File: src/rtl/vovl_pkg.sv
package vovl_pkg;
    localparam int REG_W    = 5;
    localparam int SPAN_W   = REG_W + 1;
    localparam int WID_W    = 2;
    localparam int EEW_W    = 3;
    localparam int NSLOT    = 3;
    localparam int MAX_GLOG = 3;
    localparam int MAX_ELOG = 3;
    localparam int CLS_W    = 3;
    localparam int RSN_W    = 3;

    typedef enum logic [CLS_W-1:0] {
        CLS_ALU_VV = 3'd0,
        CLS_ALU_WV = 3'd1,
        CLS_LD_UNIT = 3'd2,
        CLS_ST_UNIT = 3'd3,
        CLS_LD_IDX = 3'd4,
        CLS_ST_IDX = 3'd5,
        CLS_NOVEC6 = 3'd6,
        CLS_NOVEC7 = 3'd7
    } op_cls_e;

    typedef enum logic [RSN_W-1:0] {
        RSN_NONE    = 3'd0,
        RSN_MISALGN = 3'd1,
        RSN_RANGE   = 3'd2,
        RSN_SRC_MIX = 3'd3,
        RSN_DST_OVL = 3'd4
    } reason_e;

    typedef struct packed {
        logic             used;
        logic             src;
        logic [EEW_W-1:0] eew;
    } slot_role_t;

    typedef struct packed {
        logic             illegal;
        logic [RSN_W-1:0] reason;
    } chk_res_t;
endpackage

File: src/rtl/vovl_opnd.sv
module vovl_opnd
    import vovl_pkg::*;
(
    input  logic              used_i,
    input  logic [EEW_W-1:0]  eew_i,
    input  logic [WID_W-1:0]  sew_i,
    input  logic [WID_W-1:0]  lmul_i,
    input  logic [REG_W-1:0]  reg_i,
    output logic              range_bad_o,
    output logic              misal_o,
    output logic [SPAN_W-1:0] lo_o,
    output logic [SPAN_W-1:0] hi_o
);
    localparam int LOG_W = EEW_W + 1;

    logic signed [LOG_W-1:0] glog_s;
    logic [1:0]              glog;
    logic [SPAN_W-1:0]       size;
    logic                    size_bad;

    always_comb begin
        glog_s   = $signed({1'b0, eew_i}) - $signed({2'b00, sew_i})
                 + $signed({2'b00, lmul_i});
        size_bad = (eew_i > EEW_W'(MAX_ELOG)) || (glog_s > LOG_W'(MAX_GLOG));
        glog     = (glog_s < 0) ? 2'd0 : glog_s[1:0];
        size     = SPAN_W'(1) << glog;
        lo_o     = {1'b0, reg_i};
        hi_o     = lo_o + size - SPAN_W'(1);
        range_bad_o = used_i && (size_bad || (hi_o > SPAN_W'((1 << REG_W) - 1)));
        misal_o  = used_i && ((reg_i & REG_W'(size - SPAN_W'(1))) != '0);
    end
endmodule

File: config.mk
export PLATFORM = sky130hd
export DESIGN_NAME = vovl_opnd
export DESIGN_NICKNAME = d
export VERILOG_FILES = /design/src/rtl/vovl_pkg.sv /design/src/rtl/vovl_opnd.sv
export SDC_FILE = /design/constraint.sdc
export NUM_CORES = 1
export LEC_CHECK = 0
export BUFFER_PORTS_ARGS = -buffer_cell sky130_fd_sc_hd__buf_2
export CAP_MARGIN = 5
export CORE_AREA = 2 2 39 41
export DETAILED_ROUTE_END_ITERATION = 8
export DIE_AREA = 0 0 41 43
export PLACE_DENSITY = 0.74
export SKIP_LAST_GASP = 1
export SYNTH_ARGS = -nofsm -noshare
export SYNTH_HDL_FRONTEND = slang
export SYNTH_SLANG_ARGS = --single-unit
File: constraint.sdc
create_clock -name vclk -period 6.65
set_clock_uncertainty 0.05 [all_clocks]
set_input_delay 1.33 -clock vclk [all_inputs]
set_output_delay 1.33 -clock vclk [all_outputs]
set_load 0.01 [all_outputs]
==> results of run 1 <==
cells by family (layout without fill, tap and decap cells):
logic type / Yosys count / count (layout) / synth area share [%]
buf+inv: 30 / 50 / 24.1
fa+ha+maj: 17 / 17 / 41.9
compound gates: 11 / 11 / 15.6
simple gates: 9 / 9 / 8.02
xor+xnor: 4 / 4 / 6.24
mux: 2 / 2 / 3.56
other cells: 1 / 1 / 0.668
layout make-up:
class	count	share of cell area (%)
timing repair buffer	26	19.4
multi-input combinational	44	64.2
tap	16	2.99
inverter	24	13.4
routing by layer:
metal	up-vias	global-route usage, %	wire, µm
met5	-	0	0
met4	0	2.00	15
met3	2	0	74
met2	22	25.6	556
met1	228	13.7	416
li1	265	-	-
synthesized netlist by cell type (all sizes together):
cell    count
mux2i       2
nand2       3
xnor2       3
inv        24
ha         14
nor3b       1
or2         2
o41a        1
o211a       1
a21oi       4
a221o       2
nor2        2
conb        1
nand2b      1
xor2        1
buf         6
a21o        3
fa          3
repair_timing:
item                                    in CTS  in global routing
endpoints found under the setup margin       0                  1
hold endpoints to repair                     0                  0
gates resized for setup                      0                  1
stage by stage:
| stage | setup slack [ns] | power [W] | area [µm²] | hold slack [ns] |
|---|---|---|---|---|
| final | 0.203 | 0.000116 | 671 | 2.81 |
| after global placement | 0.163 | 0.000112 | 667 | 2.81 |
| after detailed placement | 0.102 | 0.000115 | 667 | 2.81 |
| after floorplan | 0.393 | 0.0000841 | 562 | 2.70 |
| after CTS | 0.0882 | 0.000116 | 667 | 2.81 |
| after global routing | 0.0243 | 0.000131 | 671 | 2.82 |
power groups by stage:
stage                     registers, W  logic (W)  clock network, W
final                                0   0.000116                 0
after global routing                 0   0.000131                 0
after CTS                            0   0.000116                 0
after detailed placement             0   0.000115                 0
after global placement               0   0.000112                 0
after floorplan                      0  0.0000841                 0
layout by cell type, fill, tap and decap left out:
cell and count:
o211a_1 1, ha_1 14, a21oi_2 2, inv_1 24, fa_1 3, a21o_1 3, nand2b_1 1, nor3b_1 1
a21oi_1 2, nand2_1 3, or2_2 2, buf_2 26, xnor2_1 3, a221o_1 2, xor2_1 1, o41a_1 1
nor2_1 2, conb_1 1, mux2i_1 2
path summary, 6_finish.rpt:
| check | startpoint | endpoint | depth (start not counted) |
|---|---|---|---|
| worst max-delay path | sew_i[1] | range_bad_o | 17 |
| worst min-delay path | reg_i[3] | lo_o[3] | 2 |
==> results_dict.tcl, run 1 <==
set metrics [dict create \
    status "finished, final reports clean" \
    clkPwrFrac_pct 0 \
    powerDensity_nw_per_um2 172 \
    max_stage_delay_ns 0.59 \
    finalSetupViolCount 0 \
    hp-class "primary input to primary output" \
    ys_warn_count 0 \
    seqPwrFrac_pct 0 \
    internal-power_w 0.0000543 \
    final_cells 110 \
    worstSetupPathType "primary input to primary output" \
    path_max_fanout 2 \
    design.die.area_um2 1760 \
    dp.cells 110 \
    die_h_um 43 \
    drt-wirelength-per-cell_um 9.65 \
    via_per_inst 4.70 \
    yosysUniqueCellTypes 19 \
    path_cells "buf_2 -> fa_1 -> inv_1 -> ha_1 -> a21o_1 -> a21oi_2 -> xnor2_1 -> or2_2 -> ha_1 -> inv_1 -> ha_1 -> fa_1 -> a21o_1 -> a21oi_2 -> xnor2_1 -> o41a_1 -> buf_2" \
    drt_wl_total_um 1060 \
    cpMaxStageDelayCell "fa_1" \
    cp_num_buf_inv 4 \
    cp_common_cell "ha_1" \
    irDropWorstVdd_mv 0.0863 \
    switching_share_pct 53.0 \
    grt_pass1_vias 470 \
    multiInputGateArea_um2 430 \
    grt_pass1_wl_um 1690 \
    antenna_cells 0 \
    avgSynthCellArea_um2 7.59 \
    hold_buffers 0 \
    cp_top_family "adder cells" \
    crit_path_start_kind "primary input" \
    grt_use_total_pct 12.8 \
    rsz0062_at_grt "false" \
    post_cts_buffers 0 \
    synth_top_cell_area_share_pct 31.2 \
    synth_area_leaders "ha_1, inv_1, fa_1" \
    antenna_found_initial 0 \
    max_freq_ghz 0.155 \
    first_iter_violations 6 \
    seqCellArea_um2 0 \
    min_period_ns 6.45 \
    max-cap-violations 0 \
    layout_worst_path_cycle_share_pct 96.9 \
    hpwl_um 998 \
    crit_arrival_ns 5.07 \
    seq_cell_count 0 \
    crit_required_ns 5.27 \
    layout-drive-gt1-share_pct 31.9 \
    rows 14 \
    ios 27 \
    grt_max_degree 5 \
    comb_power_share_pct 100.0 \
    portBuffers 26 \
    post-route-util_pct 48.5 \
    synth_area_leader_cell "ha_1" \
    power_switching_w 0.0000612 \
    num_vias 517 \
    drt_first_pass_iters 4 \
    tns_ns 0 \
    synth_area_um2 562 \
    nets 126 \
    gp_congestion 0.665 \
    p_leak_nw 0.442 \
    timing.critical_path.to_type "primary output" \
    fillers 152 \
    netlist_instances 74 \
    die_x_um 41 \
    maxSlewViolCount 0 \
    start_util_pct 40.6 \
    drc_errors 0 \
    yosysSeqAreaShare_pct 0 \
    grt_overflow 0 \
    hold_violations 0 \
    syn_nets 104 \
    antenna_left 0 \
    coreArea_um2 1380 \
    syn2layout_area_growth_pct 19.4 \
    nClkBuffers 0 \
]
No activity file was read; power rests on OpenSTA's default activity.
==> run 2, diff against run 1 <==
--- a/constraint.sdc
+++ b/constraint.sdc
@@ -4,2 +4,2 @@
 set_output_delay 1.33 -clock vclk [all_outputs]
-set_load 0.01 [all_outputs]
+set_load 0.1 [all_outputs]
==> results_dict.tcl, run 2 (same netlist as run 1, synthesis figures left out) <==
set metrics [dict create \
    irDropWorstVdd_mv 0.252 \
    seqCellArea_um2 0 \
    crit_path_start_kind "primary input" \
    powerDensity_nw_per_um2 374 \
    max_freq_ghz 0.154 \
    final_cell_mix "inv_1, buf_2, ha_1" \
    grt_overflow 0 \
    layout_worst_path_cycle_share_pct 97.6 \
    gp_congestion 0.754 \
    drc_errors 0 \
    power.total_w 0.000297 \
    cp_num_buf_inv 5 \
    max-cap-violations 0 \
    maxSlewViolCount 0 \
    via_per_inst 4.54 \
    multiInputGateArea_um2 484 \
    drt_first_pass_iters 2 \
    drt_wl_total_um 1070 \
    path_cells "buf_2 -> inv_1 -> fa_1 -> inv_1 -> ha_1 -> a21o_1 -> a21oi_2 -> xnor2_1 -> or2_2 -> ha_1 -> inv_1 -> ha_1 -> fa_2 -> a21o_1 -> a21oi_4 -> xnor2_4 -> o41a_4 -> buf_8" \
    setup_slack_ns 0.160 \
    finalSetupViolCount 0 \
    crit_arrival_ns 5.11 \
    hpwl_um 944 \
    nets 132 \
    seq_cell_count 0 \
    grt_max_degree 5 \
    drt-wirelength-per-cell_um 9.22 \
    min_period_ns 6.49 \
    dp_slack_ns -0.151 \
    p_leak_nw 0.498 \
    fin_area_um2 795 \
    antenna_cells 0 \
    die_h_um 43 \
    status "finished, final reports clean" \
    antenna_found_initial 0 \
    layout-drive-gt1-share_pct 41.0 \
    antenna_left 0 \
    design.die.area_um2 1760 \
    syn2layout_area_growth_pct 41.4 \
    start_util_pct 40.6 \
    dpl_cell_area_um2 763 \
    tns_ns 0 \
    cp_top_family "adder cells" \
    ios 27 \
    grt_use_total_pct 12.9 \
    first_iter_violations 1 \
    coreArea_um2 1380 \
    hp-class "primary input to primary output" \
    fillers 128 \
    die_x_um 41 \
    max_stage_delay_ns 0.55 \
    nClkBuffers 0 \
    portBuffers 26 \
    rows 14 \
    timing.critical_path.to_type "primary output" \
    crit_required_ns 5.27 \
    post-route-util_pct 57.4 \
    path_max_fanout 2 \
    cpMaxStageDelayCell "fa_1" \
    hold_violations 0 \
    grt_pass1_wl_um 1720 \
    worstSetupPathType "primary input to primary output" \
    grt_pass1_vias 500 \
    num_vias 527 \
]
-- run 2: path summary, 6_finish.rpt --
path / startpoint / end / slack, ns / cells after the start
worst max-delay path: eew_i[1] / range_bad_o / 0.16 / 18
worst min-delay path: reg_i[3] / lo_o[3] / 2.99 / 2
-- run 2: timing repair --
item,4_1_cts,5_1_grt
resized for setup,4,2
pin swaps,0,2
hold buffers,0,0
hold endpoints to repair,0,0
setup endpoints to repair,1,1
buffers inserted,0,1
-- run 2: routing by layer --
layer  global-route usage (%)  part of all wire (%)  vias up
met5                        0                     0        -
met4                        0                     0        0
met3                        0                   6.5        0
met2                     25.0                    56       17
met1                     15.7                    37      235
li1                         -                     -      275
-- run 2: metrics by stage --
| stage | std cells | hold WS, ns |
|---|---|---|
| 6_report | 116 | 2.99 |
| 5_1_grt | 116 | 3.00 |
| 4_1_cts | 115 | 2.99 |
| 3_5_place_dp | 115 | 2.99 |
| 3_3_place_gp | 115 | 2.99 |
| 2_1_floorplan | 74 | 2.81 |
-- run 2: power breakdown --
part	internal, W	switching (W)	total [W]
combinational	0.0000797	0.000217	0.000297
clock	0	0	0
sequential	0	0	0
total	0.0000797	0.000217	0.000297
-- run 2: cell type report --
cell class                      instances  area share, %
Inverter                               24           11.3
Timing Repair Buffer                   32           25.2
Multi-Input combinational cell         44           60.9
Tap cell                               16           2.52
==> run 3, diff against run 2 <==
ABC_AREA = 1   (was not set)
PLACE_DENSITY = 0.79   (was 0.74)
==> results_dict.tcl, run 3 <==
set metrics [dict create \
    synth_compound_area_share_pct 5.22 \
    yosys-mux-area-fraction_pct 0 \
    grt_pass1_wl_um 1790 \
    post_cts_buffers 0 \
    finalSetupViolCount 0 \
    layout-drive-gt1-share_pct 32.1 \
    seqCellArea_um2 0 \
    rsz0062_at_grt "false" \
    grt_pass1_vias 511 \
    hpwl_um 1010 \
    p_leak_nw 0.469 \
    via_per_inst 4.50 \
    final_cells 125 \
    max-cap-violations 0 \
    first_iter_violations 7 \
    antenna_cells 0 \
    synth.most_common_cell "inv_1" \
    worstSetupPathType "primary input to primary output" \
    synth_fa_ha_area_share_pct 37.8 \
    startpoint "eew_i[1]" \
    layout_worst_path_cycle_share_pct 91.9 \
    cts_resized 0 \
    path_max_fanout 4 \
    antenna_left 0 \
    yosysUniqueCellTypes 19 \
    synth_area_leaders "ha_1, inv_1, fa_1" \
    timing.critical_path.to_type "primary output" \
    syn_nets 119 \
    synth_xor_area_share_pct 5.62 \
    synth_area_um2 623 \
    crit_arrival_ns 4.73 \
    nets 141 \
    drt_first_pass_iters 4 \
    setup_slack_ns 0.542 \
    die_x_um 41 \
    drt-wirelength-per-cell_um 8.41 \
    maxSlewViolCount 0 \
    crit_required_ns 5.27 \
    syn2layout_area_growth_pct 17.9 \
    synth_area_leader_cell "ha_1" \
    avgSynthCellArea_um2 7.00 \
    crit_path_start_kind "primary input" \
    antenna_found_initial 0 \
    drc_errors 0 \
    ios 27 \
    final_cell_mix "inv_1, buf_2, ha_1" \
    final_common_cell "inv_1" \
    min_period_ns 6.11 \
    hp-class "primary input to primary output" \
    synth_top_cell_area_share_pct 28.1 \
    max_freq_ghz 0.164 \
    rows 14 \
    powerDensity_nw_per_um2 333 \
    hold_buffers 0 \
    status "finished, final reports clean" \
    grt_max_degree 5 \
    die_h_um 43 \
    num_vias 563 \
    yosysSeqAreaShare_pct 0 \
    design.die.area_um2 1760 \
    irDropWorstVdd_mv 0.171 \
    start_util_pct 45.0 \
    portBuffers 26 \
    ys_warn_count 0 \
    coreArea_um2 1380 \
    drt_wl_total_um 1050 \
    netlist_instances 89 \
    synthTopCellsByCount "inv_1, ha_1, nand2_1, nand3_1, buf_4" \
    synth-simple-area-share_pct 26.1 \
    hold_ws_ns 2.99 \
    gp_congestion 0.763 \
    nClkBuffers 0 \
    dp_slack_ns 0.510 \
    seq_cell_count 0 \
    grt_overflow 0 \
    tns_ns 0 \
    synth_top_family_by_area "adder cells" \
    dp.cells 125 \
    min_from "reg_i[1]" \
    grt_use_total_pct 13.3 \
    hold_violations 0 \
]
-- run 3: layer usage --
| metal | vias to the layer above | wire (µm) | track usage (%) |
|---|---|---|---|
| li1 | 302 | - | - |
| met1 | 245 | 419 | 13.5 |
| met2 | 16 | 586 | 28.4 |
| met3 | 0 | 45 | 0 |
| met4 | 0 | 0 | 0 |
| met5 | - | 0 | 0 |
-- run 3: layout make-up --
class / count / area (µm²)
multi-input cells: 54 / 475
well taps: 16 / 20.0
repair buffers: 26 / 130
inverters: 29 / 109
fillers: 146 / 649
-- run 3: per-stage QoR --
stage / util [%] / area, µm² / power, W
floorplan: - / 629 / 0.000220
global placement: 53.1 / 734 / 0.000242
detailed placement: 53.1 / 734 / 0.000246
CTS: 53.1 / 734 / 0.000247
global route: 53.1 / 734 / 0.000262
finish: 53.1 / 734 / 0.000244
-- run 3: cell families (layout without fill, tap and decap cells) --
logic type | after synthesis | in the layout
AND/OR/NAND/NOR | 27 | 27
XOR/XNOR | 4 | 4
adder cells (fa/ha/maj) | 17 | 17
other | 1 | 1
buffers and inverters | 35 | 55
AO/OA/AOI/OAI | 5 | 5
-- run 3: where the power goes --
part	switching [W]	internal, W	total (W)
Sequential	0	0	0
Clock	0	0	0
Combinational	0.000197	0.0000477	0.000244
Total	0.000197	0.0000477	0.000244
-- run 3: path summary, 6_finish.rpt --
path                      end  slack [ns]  cells past startpoint
hold / removal        lo_o[1]        2.99                      2
setup / recovery  range_bad_o        0.54                     19
-- run 3: worst max-delay path, cell delays in order --
cell and delay, ns:
buf_2 0.07, inv_1 0.04, fa_1 0.58, inv_1 0.05
ha_1 0.29, nand2_1 0.06, nand2_1 0.12, nand3_4 0.09
nand2_4 0.10, nand3_1 0.11, ha_1 0.30, inv_1 0.04
ha_1 0.21, fa_1 0.41, nand3_1 0.09, nand2_1 0.07
xor2_1 0.17, a31oi_2 0.14, buf_2 0.44
